### config.mk
export PLATFORM = sky130hd
export DESIGN_NAME = wtok_arbiter
export DESIGN_NICKNAME = d
export VERILOG_FILES = /design/src/rtl/wta_pkg.sv /design/src/rtl/wta_cfg_regs.sv /design/src/rtl/wta_refill_timer.sv /design/src/rtl/wta_token_bank.sv /design/src/rtl/wta_pick.sv /design/src/rtl/wtok_arbiter.sv
export SDC_FILE = /design/constraint.sdc
export NUM_CORES = 1
export LEC_CHECK = 0
export BUFFER_PORTS_ARGS = -buffer_cell sky130_fd_sc_hd__buf_2
export CORE_ASPECT_RATIO = 1.4
export CORE_MARGIN = 2
export CORE_UTILIZATION = 45
export CTS_BUF_LIST = sky130_fd_sc_hd__clkbuf_16
export DETAILED_ROUTE_END_ITERATION = 12
export HOLD_SLACK_MARGIN = 0.12
export SETUP_SLACK_MARGIN = 0.1
export SYNTH_ARGS = -nofsm -noshare
export SYNTH_HDL_FRONTEND = slang
export SYNTH_SLANG_ARGS = --single-unit
### constraint.sdc
create_clock -name clk -period 24 [get_ports clk]
set_input_delay 7.2 -clock clk [delete_from_list [all_inputs] [get_ports clk]]
set_output_delay 7.2 -clock clk [all_outputs]
set_load 0.005 [all_outputs]
### src/rtl/wta_pkg.sv
package wta_pkg;
  typedef enum logic [1:0] {
    CFG_PRIO = 2'd0,
    CFG_WGT  = 2'd1,
    CFG_MODE = 2'd2,
    CFG_TMO  = 2'd3
  } cfg_kind_e;
endpackage

### src/rtl/wta_cfg_regs.sv
module wta_cfg_regs #(
  parameter int N_CH     = 4,
  parameter int CH_W     = 2,
  parameter int PRIO_W   = 3,
  parameter int MAX_PRIO = 5,
  parameter int WGT_W    = 4,
  parameter int TMO_W    = 16,
  parameter int DEF_TMO  = 2000
) (
  input  logic                             clk,
  input  logic                             rst,
  input  logic                             cfg_we,
  input  wta_pkg::cfg_kind_e               cfg_kind,
  input  logic [CH_W-1:0]                  cfg_chan,
  input  logic [TMO_W-1:0]                 cfg_wdata,
  output logic [N_CH-1:0][PRIO_W-1:0]      prio,
  output logic [N_CH-1:0][WGT_W-1:0]       wgt,
  output logic                             wmode,
  output logic                             mode_rise,
  output logic [TMO_W-1:0]                 tmo_val,
  output logic                             tmo_wr
);
  import wta_pkg::*;

  logic                 wmode_d;
  logic [PRIO_W-1:0]    prio_in;
  logic [PRIO_W-1:0]    prio_sat;

  // clamp priority writes to the top legal level
  assign prio_in  = cfg_wdata[PRIO_W-1:0];
  assign prio_sat = (prio_in > PRIO_W'(MAX_PRIO)) ? PRIO_W'(MAX_PRIO) : prio_in;

  always_ff @(posedge clk) begin
    if (rst) begin
      wmode   <= 1'b0;
      wmode_d <= 1'b0;
      tmo_val <= TMO_W'(DEF_TMO);
      tmo_wr  <= 1'b0;
    end else begin
      wmode_d <= wmode;
      tmo_wr  <= 1'b0;
      if (cfg_we) begin
        case (cfg_kind)
          CFG_MODE: wmode <= cfg_wdata[0];
          CFG_TMO: begin
            if (cfg_wdata != '0) begin
              tmo_val <= cfg_wdata;
              tmo_wr  <= 1'b1;
            end
          end
          default: ;
        endcase
      end
    end
  end

  assign mode_rise = wmode & ~wmode_d;

  for (genvar c = 0; c < N_CH; c++) begin : g_ch
    always_ff @(posedge clk) begin
      if (rst) begin
        prio[c] <= '0;
        wgt[c]  <= WGT_W'(1);
      end else if (cfg_we && cfg_chan == CH_W'(c)) begin
        if (cfg_kind == CFG_PRIO) prio[c] <= prio_sat;
        if (cfg_kind == CFG_WGT)  wgt[c]  <= cfg_wdata[WGT_W-1:0];
      end
    end
  end
endmodule

### src/rtl/wta_refill_timer.sv
module wta_refill_timer #(
  parameter int TMO_W   = 16,
  parameter int DEF_TMO = 2000
) (
  input  logic             clk,
  input  logic             rst,
  input  logic             run,
  input  logic             restart,
  input  logic [TMO_W-1:0] reload,
  output logic             expire,
  output logic [TMO_W-1:0] cnt
);
  always_ff @(posedge clk) begin
    if (rst)                     cnt <= TMO_W'(DEF_TMO);
    else if (restart || !run)    cnt <= reload;
    else if (cnt == TMO_W'(1))   cnt <= reload;
    else                         cnt <= cnt - 1'b1;
  end

  assign expire = run && (cnt == TMO_W'(1));
endmodule

### src/rtl/wta_token_bank.sv
module wta_token_bank #(
  parameter int N_CH  = 4,
  parameter int CH_W  = 2,
  parameter int WGT_W = 4
) (
  input  logic                       clk,
  input  logic                       rst,
  input  logic                       refill,
  input  logic                       consume,
  input  logic [CH_W-1:0]            cons_ch,
  input  logic [N_CH-1:0][WGT_W-1:0] wgt,
  output logic [N_CH-1:0]            has_tok
);
  for (genvar c = 0; c < N_CH; c++) begin : g_tok
    logic [WGT_W-1:0] tok;
    always_ff @(posedge clk) begin
      if (rst)
        tok <= WGT_W'(1);
      else if (refill)
        tok <= wgt[c];
      else if (consume && cons_ch == CH_W'(c) && tok != '0)
        tok <= tok - 1'b1;
    end
    assign has_tok[c] = (tok != '0);
  end
endmodule

### src/rtl/wta_pick.sv
module wta_pick #(
  parameter int N_CH   = 4,
  parameter int CH_W   = 2,
  parameter int PRIO_W = 3
) (
  input  logic [N_CH-1:0]             cand,
  input  logic [N_CH-1:0][PRIO_W-1:0] prio,
  input  logic [CH_W-1:0]             last,
  output logic                        valid,
  output logic [CH_W-1:0]             idx
);
  logic [PRIO_W-1:0] best;
  logic              found;
  int                j;

  always_comb begin
    best = '0;
    for (int c = 0; c < N_CH; c++) begin
      if (cand[c] && prio[c] > best) best = prio[c];
    end
    found = 1'b0;
    idx   = '0;
    j     = 0;
    for (int k = 1; k <= N_CH; k++) begin
      j = int'(last) + k;
      if (j >= N_CH) j = j - N_CH;
      if (!found && cand[CH_W'(j)] && prio[CH_W'(j)] == best) begin
        idx   = CH_W'(j);
        found = 1'b1;
      end
    end
    valid = found;
  end
endmodule

### src/rtl/wtok_arbiter.sv
module wtok_arbiter #(
  parameter int N_CH     = 4,
  parameter int PRIO_W   = 3,
  parameter int MAX_PRIO = 5,
  parameter int WGT_W    = 4,
  parameter int TMO_W    = 16,
  parameter int DEF_TMO  = 2000,
  localparam int CH_W    = (N_CH > 1) ? $clog2(N_CH) : 1
) (
  input  logic             clk,
  input  logic             rst,
  input  logic             cfg_we,
  input  logic [1:0]       cfg_kind,
  input  logic [CH_W-1:0]  cfg_chan,
  input  logic [TMO_W-1:0] cfg_wdata,
  input  logic [N_CH-1:0]  req,
  input  logic [N_CH-1:0]  done,
  output logic [N_CH-1:0]  grant
);
  import wta_pkg::*;

  logic [N_CH-1:0][PRIO_W-1:0] prio;
  logic [N_CH-1:0][WGT_W-1:0]  wgt;
  logic                        wmode, mode_rise, tmo_wr, expire;
  logic [TMO_W-1:0]            tmo_val, tmo_cnt;
  logic [N_CH-1:0]             has_tok, cand;
  logic                        busy, pick_valid, take, exhaust, refill;
  logic [CH_W-1:0]             owner, last, pick_idx;

  wta_cfg_regs #(
    .N_CH(N_CH), .CH_W(CH_W), .PRIO_W(PRIO_W), .MAX_PRIO(MAX_PRIO),
    .WGT_W(WGT_W), .TMO_W(TMO_W), .DEF_TMO(DEF_TMO)
  ) u_cfg (
    .clk(clk), .rst(rst), .cfg_we(cfg_we), .cfg_kind(cfg_kind_e'(cfg_kind)),
    .cfg_chan(cfg_chan), .cfg_wdata(cfg_wdata), .prio(prio), .wgt(wgt),
    .wmode(wmode), .mode_rise(mode_rise), .tmo_val(tmo_val), .tmo_wr(tmo_wr)
  );

  // all requesters dry while the bus is free
  assign exhaust = wmode && !busy && (req != '0) && ((req & has_tok) == '0);
  assign refill  = mode_rise | expire | exhaust;

  wta_refill_timer #(.TMO_W(TMO_W), .DEF_TMO(DEF_TMO)) u_tmr (
    .clk(clk), .rst(rst), .run(wmode),
    .restart(mode_rise | exhaust | tmo_wr),
    .reload(tmo_val), .expire(expire), .cnt(tmo_cnt)
  );

  assign cand = wmode ? (req & has_tok) : req;

  wta_pick #(.N_CH(N_CH), .CH_W(CH_W), .PRIO_W(PRIO_W)) u_pick (
    .cand(cand), .prio(prio), .last(last), .valid(pick_valid), .idx(pick_idx)
  );

  assign take = !busy && !refill && pick_valid;

  wta_token_bank #(.N_CH(N_CH), .CH_W(CH_W), .WGT_W(WGT_W)) u_tok (
    .clk(clk), .rst(rst), .refill(refill), .consume(take && wmode),
    .cons_ch(pick_idx), .wgt(wgt), .has_tok(has_tok)
  );

  always_ff @(posedge clk) begin
    if (rst) begin
      busy  <= 1'b0;
      owner <= '0;
      last  <= CH_W'(N_CH - 1);
      grant <= '0;
    end else if (busy) begin
      if (done[owner]) begin
        busy  <= 1'b0;
        grant <= '0;
      end
    end else if (take) begin
      busy  <= 1'b1;
      owner <= pick_idx;
      last  <= pick_idx;
      grant <= N_CH'(1) << pick_idx;
    end
  end
endmodule

Word level (Yosys, flattened, before mapping):

Index checks and enable logic that the tools add are counted.

* flip-flop bits (word level): 88
* bits of input ports: 31
* output and inout bits: 4
* logic and storage cells: 200

* add/subtract/negate cells: 13
* order comparisons: 14
* equal/unequal tests: 15
* shift-type cells: 1
* muxes and demuxes: 61
* bitwise operators: 10
* reduce and logical (&&, ||, !) cells: 65

Operators with widths (count)
* 4-bit two-way mux: 12
* 3-bit two-way mux: 13
* 16-bit two-way mux: 2
* 1-bit logical AND: 30
* 3-bit binary-select mux with 2-bit select: 4
* 2-bit AND reduction: 11
* 4-bit nonzero test: 5
* 1-bit two-way mux: 17
* 16-bit by 1-bit equality test with 1-bit output, second input constant: 1
* 2-bit by 4-bit less-than comparator with 1-bit output, second input constant: 4
* 2-bit two-way mux: 8
* 16-bit nonzero test: 1
* 16-bit by 1-bit subtractor with 16-bit output, second input constant: 1
* 4-bit by 1-bit subtractor with 4-bit output, second input constant: 4
* 2-bit equality test, second input constant: 6
* 3-bit equality test: 4
* 1-bit binary-select mux with 2-bit select: 5
* 2-bit nonzero test: 5
* 3-bit >= comparator, second input constant: 3
* 3-bit greater-than comparator: 3
* 2-bit by 1-bit subtractor with 2-bit output, second input constant: 4
* 2-bit by 2-bit adder with 3-bit output, second input constant: 2
* 2-bit by 1-bit equality test with 1-bit output, second input constant: 3
* 1-bit logical NOT: 6
* 17 further kinds: 25

Logic depth before layout (Yosys ltp):

* depth in word-level cells: 35
* depth in mapped cells: 31
* mapped depth without buffers: 29

By module:

Synthesis repeated with hierarchy kept, for this count alone.

* cells, all modules: 655
* area total of the unflattened synthesis: 5693.0 µm²

By module, submodules not included
* wta_cfg_regs: instances 1, cells each 199, area an instance 1923.1 µm², sequential area each 940.9 µm²
* wta_token_bank: instances 1, cells each 131, area an instance 1197.4 µm², sequential area each 320.3 µm²
* wta_pick: instances 1, cells each 163, area an instance 1152.4 µm², sequential area each 0.0 µm²
* wta_refill_timer: instances 1, cells each 103, area an instance 905.9 µm², sequential area each 320.3 µm²
* wtok_arbiter: instances 1, cells each 59, area an instance 514.2 µm², sequential area each 180.2 µm²

Worst setup path after synthesis:

No wires, ideal clock.

* kind: input to register
* from: input port req[0]
* to: register u_tok.g_tok[3].tok[2]
* library setup time: 91 ps
* data arrival time: 12810 ps
* required time: 23909 ps
* setup slack: 11099 ps
* stages on the path: 27
* path buffers: 0
* cell sequence: inv_1 a31oi_1 nand2_1 ha_1 nor2b_1 o21a_1 o211a_2 o21a_1 ha_1 nor2b_1 o21a_1 o211ai_2 o211ai_1 o21ai_0 ha_1 and3_1 a211oi_1 o21a_1 nand2_1 o31a_1 xor2_1 or4b_1 a21o_1 a21oi_4 o21ai_2 or4b_1 a311oi_1

* longest elaborated chain between the ends: 33
* elaborated cells on any way between the ends: 61
* classes of those cells: order compare (3); eq/ne (5); mux (26); bitwise (2); reduce/logical (25)

Ends and longest elaborated chain
* start: declaration: line wtok_arbiter.sv:16 `input logic [N_CH-1:0] req,`
* 4-bit AND: line wtok_arbiter.sv:40, wtok_arbiter.sv:49
* 4-bit two-way mux: line wtok_arbiter.sv:49 `assign cand = wmode ? (req & has_tok) : req;`
* 1-bit logical AND: line wta_pick.sv:19 `if (cand[c] && prio[c] > best) best = prio[c];`
* 3-bit two-way mux: line wta_pick.sv:19
* 3-bit greater-than comparator: line wta_pick.sv:19
* 1-bit logical AND: line wta_pick.sv:19
* 3-bit two-way mux: line wta_pick.sv:19
* 3-bit greater-than comparator: line wta_pick.sv:19
* (+15 left out)
* 1-bit two-way mux: line wta_pick.sv:27 `if (!found && cand[CH_W'(j)] && prio[CH_W'(j)] == best) begin`
* 1-bit logical NOT: line wta_pick.sv:27
* 1-bit logical AND (2 in series): line wta_pick.sv:27
* 1-bit two-way mux: line wta_pick.sv:27
* 1-bit logical AND: line wtok_arbiter.sv:55 `assign take = !busy && !refill && pick_valid;`
* 1-bit logical AND: line wtok_arbiter.sv:58 `.clk(clk), .rst(rst), .refill(refill), .consume(take && wmode),`
* 1-bit logical AND (2 in series): line wta_token_bank.sv:21 `else if (consume && cons_ch == CH_W'(c) && tok != '0)`
* 2-bit nonzero test (no line)
* end signal: assignment: line wta_token_bank.sv:20 `tok <= wgt[c];`
* end signal: assignment: line wta_token_bank.sv:22 `tok <= tok - 1'b1;`
* end: declaration: line wta_token_bank.sv:15 `logic [WGT_W-1:0] tok;`

Several ways; a longest one is shown, not always the timed one. The select of a mux whose other input is x is not followed.
A chain may end at the register's enable or synchronous reset.

Final worst setup path:

* from: input port req[0]
* to: register u_tok.g_tok[0].tok[3]

* longest elaborated chain between the ends: 33
* elaborated cells on any way between the ends: 61
* classes of those cells: order compare (3); eq/ne (4); mux (26); bitwise (2); reduce/logical (26)

Ends and longest elaborated chain (line)
* 4-bit AND: wtok_arbiter.sv:40, wtok_arbiter.sv:49
* 4-bit two-way mux: wtok_arbiter.sv:49
* 1-bit logical AND: wta_pick.sv:19
* 3-bit two-way mux: wta_pick.sv:19
* 3-bit greater-than comparator: wta_pick.sv:19
* 1-bit logical AND: wta_pick.sv:19
* 3-bit two-way mux: wta_pick.sv:19
* 3-bit greater-than comparator: wta_pick.sv:19
* (+15 left out)
* 1-bit two-way mux: wta_pick.sv:27
* 1-bit logical NOT: wta_pick.sv:27
* 1-bit logical AND (2 in series): wta_pick.sv:27
* 1-bit two-way mux: wta_pick.sv:27
* 1-bit logical AND: wtok_arbiter.sv:55
* 1-bit logical AND: wtok_arbiter.sv:58
* 1-bit logical AND (2 in series): wta_token_bank.sv:21
* 2-bit nonzero test (no line)
* end signal: assignment: wta_token_bank.sv:20
* end signal: assignment: wta_token_bank.sv:22
* end: declaration: wta_token_bank.sv:15

Several ways; a longest one is shown, not always the timed one. The select of a mux whose other input is x is not followed.

==> impl_results.md <==
- Status: finished clean
- Most used DFF post-synth: dfxtp_1
- FILL cells: 1111
- Area growth from synthesis to layout: 10.6%
- PnR worst setup slack: 10.53 ns
- Final setup TNS: 0 ns
- Initial Util: 45.6%
- Pre-Repair DR Iteration Count: 4
- RR Startpoint: u_tok.g_tok[0].tok[0]$_SDFFE_PP1P_
- Post-layout util: 50.5%
- Number of placed I/O pins: 35
- Post-Layout Cell Count: 775
- #FFs+latches synth: 88
- Initial DRC count: 247
- Most frequent cells in the layout: nor2_1 (110), dfxtp_1 (88), mux2i_1 (41)
- Placed cell count: 759
- Commonest non-fill, non-tap cell in the layout: nor2_1
- First-pass GRT wire length: 20500 um
- Crit-path max FO: 8
- Synth Area per Inst: 8.35 sq um
- Req. time, crit path: 24.26 ns
- Total CTS buffers: 9
- Clock-pin slew on the worst setup and hold paths: 0.06 ns
- Number of flops mapped to enable cells by yosys: 0
- Hold Path Class: reg2reg
- Setup bufs post-CTS: 0
- Cell variety after synth: 68
- Period utilisation layout: 56.1%
- Nets: 672
- Asr flop ratio synth: 0%
- Number of global-route vias before repair: 4169
- Pwr per Cell Area: 71.8 mW/mm^2
- Number of routed nets with antenna violations: 0
- Clock Path Buffers: 2
- Core Area: 0.0112 sq mm
- R2R setup slack: 16.83 ns
- Routed vias/inst: 5.70
- Die width: 93.9 um
- Worst slew pin tran: 0.992 ns
- Clock root cell: clkbuf_16
- WS Path Type: in2reg
- Final setup fails: 0
- Post-CTS Resized: 0
- Die Span Y: 130 um
- Later-pin clock latency in the skew report: 0.34 ns
- Worst setup EP type: flip-flop
- Mapped Nets: 656
- Clock skew: 0.00575 ns
- Setup crit end: u_tok.g_tok[0].tok[3]$_SDFFE_PP0P_
- Startpoint types: input port
- Final Hold Slack: 0.463 ns
- CTS Sinks: 88
- Worst R2R End: u_tok.g_tok[0].tok[3]$_SDFFE_PP0P_
- Total GRT Usage: 21.2%
- RSZ-0062 raised after global routing: no
- Leakage: 2.22 nW
- Gate Count Post-Synth: 610
- Worst r2r path cells: 28
- Die area: 0.0122 sq mm
- Initial antenna violation count: 0
- Num rows: 46
- Max VDD drop: 0.0452 mV
- Max Cap Viol: 0
- Ant. Diodes: 0
- Largest net degree at the start of global routing: 102
- Dpl ws: 10.28 ns
- F_max: 74.3 MHz
- Post-Route WL: 12300 um
- Slew Limit Fails: 0
- CTS tree: built
- PortBufs: 34
- Drt wl/cell: 15.9 um
- Total vias in the final route: 4417
- Hold_buf cts: 0
- DRC: 0
- GR Overflow Total: 0
- Minimum clock period after layout: 13.47 ns
- Register area share after synthesis: 34.6%
- # H-tree levels: 3
- Synth warnings: 0
- Arr. time, crit path: 13.72 ns
- DPL Wire Length: 8950 um
- Fin. Hold Viols: 0
- Area of the mapped netlist: 0.00510 sq mm
- Share of layout cells above drive strength 1: 11.6%
- Gpl congestion: 0.990
- Rel. slew slack: 33.9%
- Critical path origin: req[0]
[metal layers]
| layer | track usage, % | routed length [um] | up-vias |
|---|---|---|---|
| met3 | 3.64 | 432 | 16 |
| met1 | 26.1 | 5520 | 2102 |
| met2 | 37.0 | 6140 | 81 |
| met5 | 0 | 0 | - |
| met4 | 8.10 | 225 | 0 |
| li1 | - | - | 2218 |
[Yosys cell counts (all sizes together), types with 3 or more instances]
cell type / instances / area share, %
dfxtp: 88 / 35
mux2i: 41 / 8.1
a211oi: 17 / 2.5
nand4: 5 / 0.61
xor2: 9 / 1.5
o21bai: 3 / 0.44
o211ai: 7 / 1.1
a22oi: 3 / 0.64
buf: 4 / 0.42
nor2b: 10 / 1.2
nand4b: 3 / 0.52
o21a: 8 / 1.2
o2111ai: 3 / 0.52
or4: 7 / 1.0
mux2: 8 / 1.8
xnor2: 18 / 3.1
inv: 30 / 2.2
clkbuf: 28 / 2.1
a211o: 16 / 2.7
a311oi: 5 / 0.86
ha: 15 / 3.7
o21ai: 12 / 1.3
or3: 5 / 0.61
a21oi: 19 / 2.1
nand2: 36 / 2.7
nor2: 110 / 8.1
and2: 3 / 0.37
or2: 4 / 0.49
nand3b: 8 / 1.2
nor4: 13 / 1.6
and3: 3 / 0.37
o31a: 3 / 0.52
nor3b: 8 / 1.6
nand3: 9 / 0.88
a31oi: 4 / 0.49
nand2b: 4 / 0.49
nor3: 14 / 1.4
[state kept, by name, summed over array words and instances, names as in the netlist]
| name | count |
|---|---|
| busy | 1 |
| grant | 4 |
| last | 2 |
| owner | 2 |
| u_cfg.prio | 12 |
| u_cfg.tmo_val | 16 |
| u_cfg.tmo_wr | 1 |
| u_cfg.wgt | 16 |
| u_cfg.wmode | 1 |
| u_cfg.wmode_d | 1 |
| u_tmr.cnt | 16 |
| u_tok.g_tok.tok | 16 |
[per-stage QoR]
| step | area, sq um | power (mW) |
|---|---|---|
| 4_1_cts | 5640 | 0.409 |
| 3_3_place_gp | 5340 | 0.266 |
| 3_5_place_dp | 5340 | 0.268 |
| 2_1_floorplan | 5100 | 0.244 |
| 5_1_grt | 5640 | 0.428 |
| 6_report | 5640 | 0.404 |
[critical path, cell delays in order]
cell and delay (ns):
buf_2 0.10, inv_1 0.04, a31oi_1 0.31, nand2_1 0.17, ha_1 0.31, nor2b_1 0.13, o21a_1 0.20, o211a_2 0.29
o21a_1 0.18, ha_1 0.28, nor2b_1 0.14, o21a_1 0.17, o211ai_2 0.30, o211ai_1 0.19, o21ai_0 0.12, ha_1 0.27
and3_1 0.17, a211oi_1 0.28, o21ai_0 0.21, o21a_1 0.15, a22oi_2 0.32, xnor2_1 0.17, or4_1 0.58, and2_1 0.19
a41o_1 0.30, nor3b_1 0.42, mux2_2 0.38, a31oi_1 0.11
[cell families after synthesis]
family / synth area share, %
adders and majority gates: 3.68
AOI/OAI and AO/OA: 18.0
buffers and inverters: 4.76
xor gates and xnor gates: 4.64
DFF: 34.6
muxes: 10.3
and+or+nand+nor: 24.1
[layout make-up]
cell class                      instances  area [sq um]  area share [%]
Sequential cell                        88          1760            31.3
Inverter                               31           116            2.06
Tap cell                              144           180            3.20
Clock inverter                          7          68.8            1.22
Clock buffer                            9           225            4.00
Multi-Input combinational cell        459          3090            54.9
Timing Repair Buffer                   37           193            3.42
[worst min path at each step]
stage | slack, ns | cells past startpoint | startpoint | to
3_3_place_gp | 0.45 | 2 | grant[0]$_SDFFE_PP0P_ | grant[0]$_SDFFE_PP0P_
6_report | 0.46 | 2 | grant[0]$_SDFFE_PP0P_ | grant[0]$_SDFFE_PP0P_
4_1_cts | 0.46 | 2 | grant[0]$_SDFFE_PP0P_ | grant[0]$_SDFFE_PP0P_
2_1_floorplan | 0.44 | 1 | u_cfg.wgt[0]$_SDFFE_PP1P_ | u_cfg.wgt[0]$_SDFFE_PP1P_
3_5_place_dp | 0.45 | 1 | u_cfg.tmo_val[4]$_SDFFE_PP1P_ | u_cfg.tmo_val[4]$_SDFFE_PP1P_
5_1_grt | 0.48 | 1 | u_cfg.tmo_val[4]$_SDFFE_PP1P_ | u_cfg.tmo_val[4]$_SDFFE_PP1P_
[where the power goes]
group          switching, mW  leakage, nW  internal, mW
Sequential            0.0142        0.715         0.155
Combinational         0.0584         1.36        0.0384
Clock                 0.0579        0.145        0.0807
(Power assumes the default switching activity.)
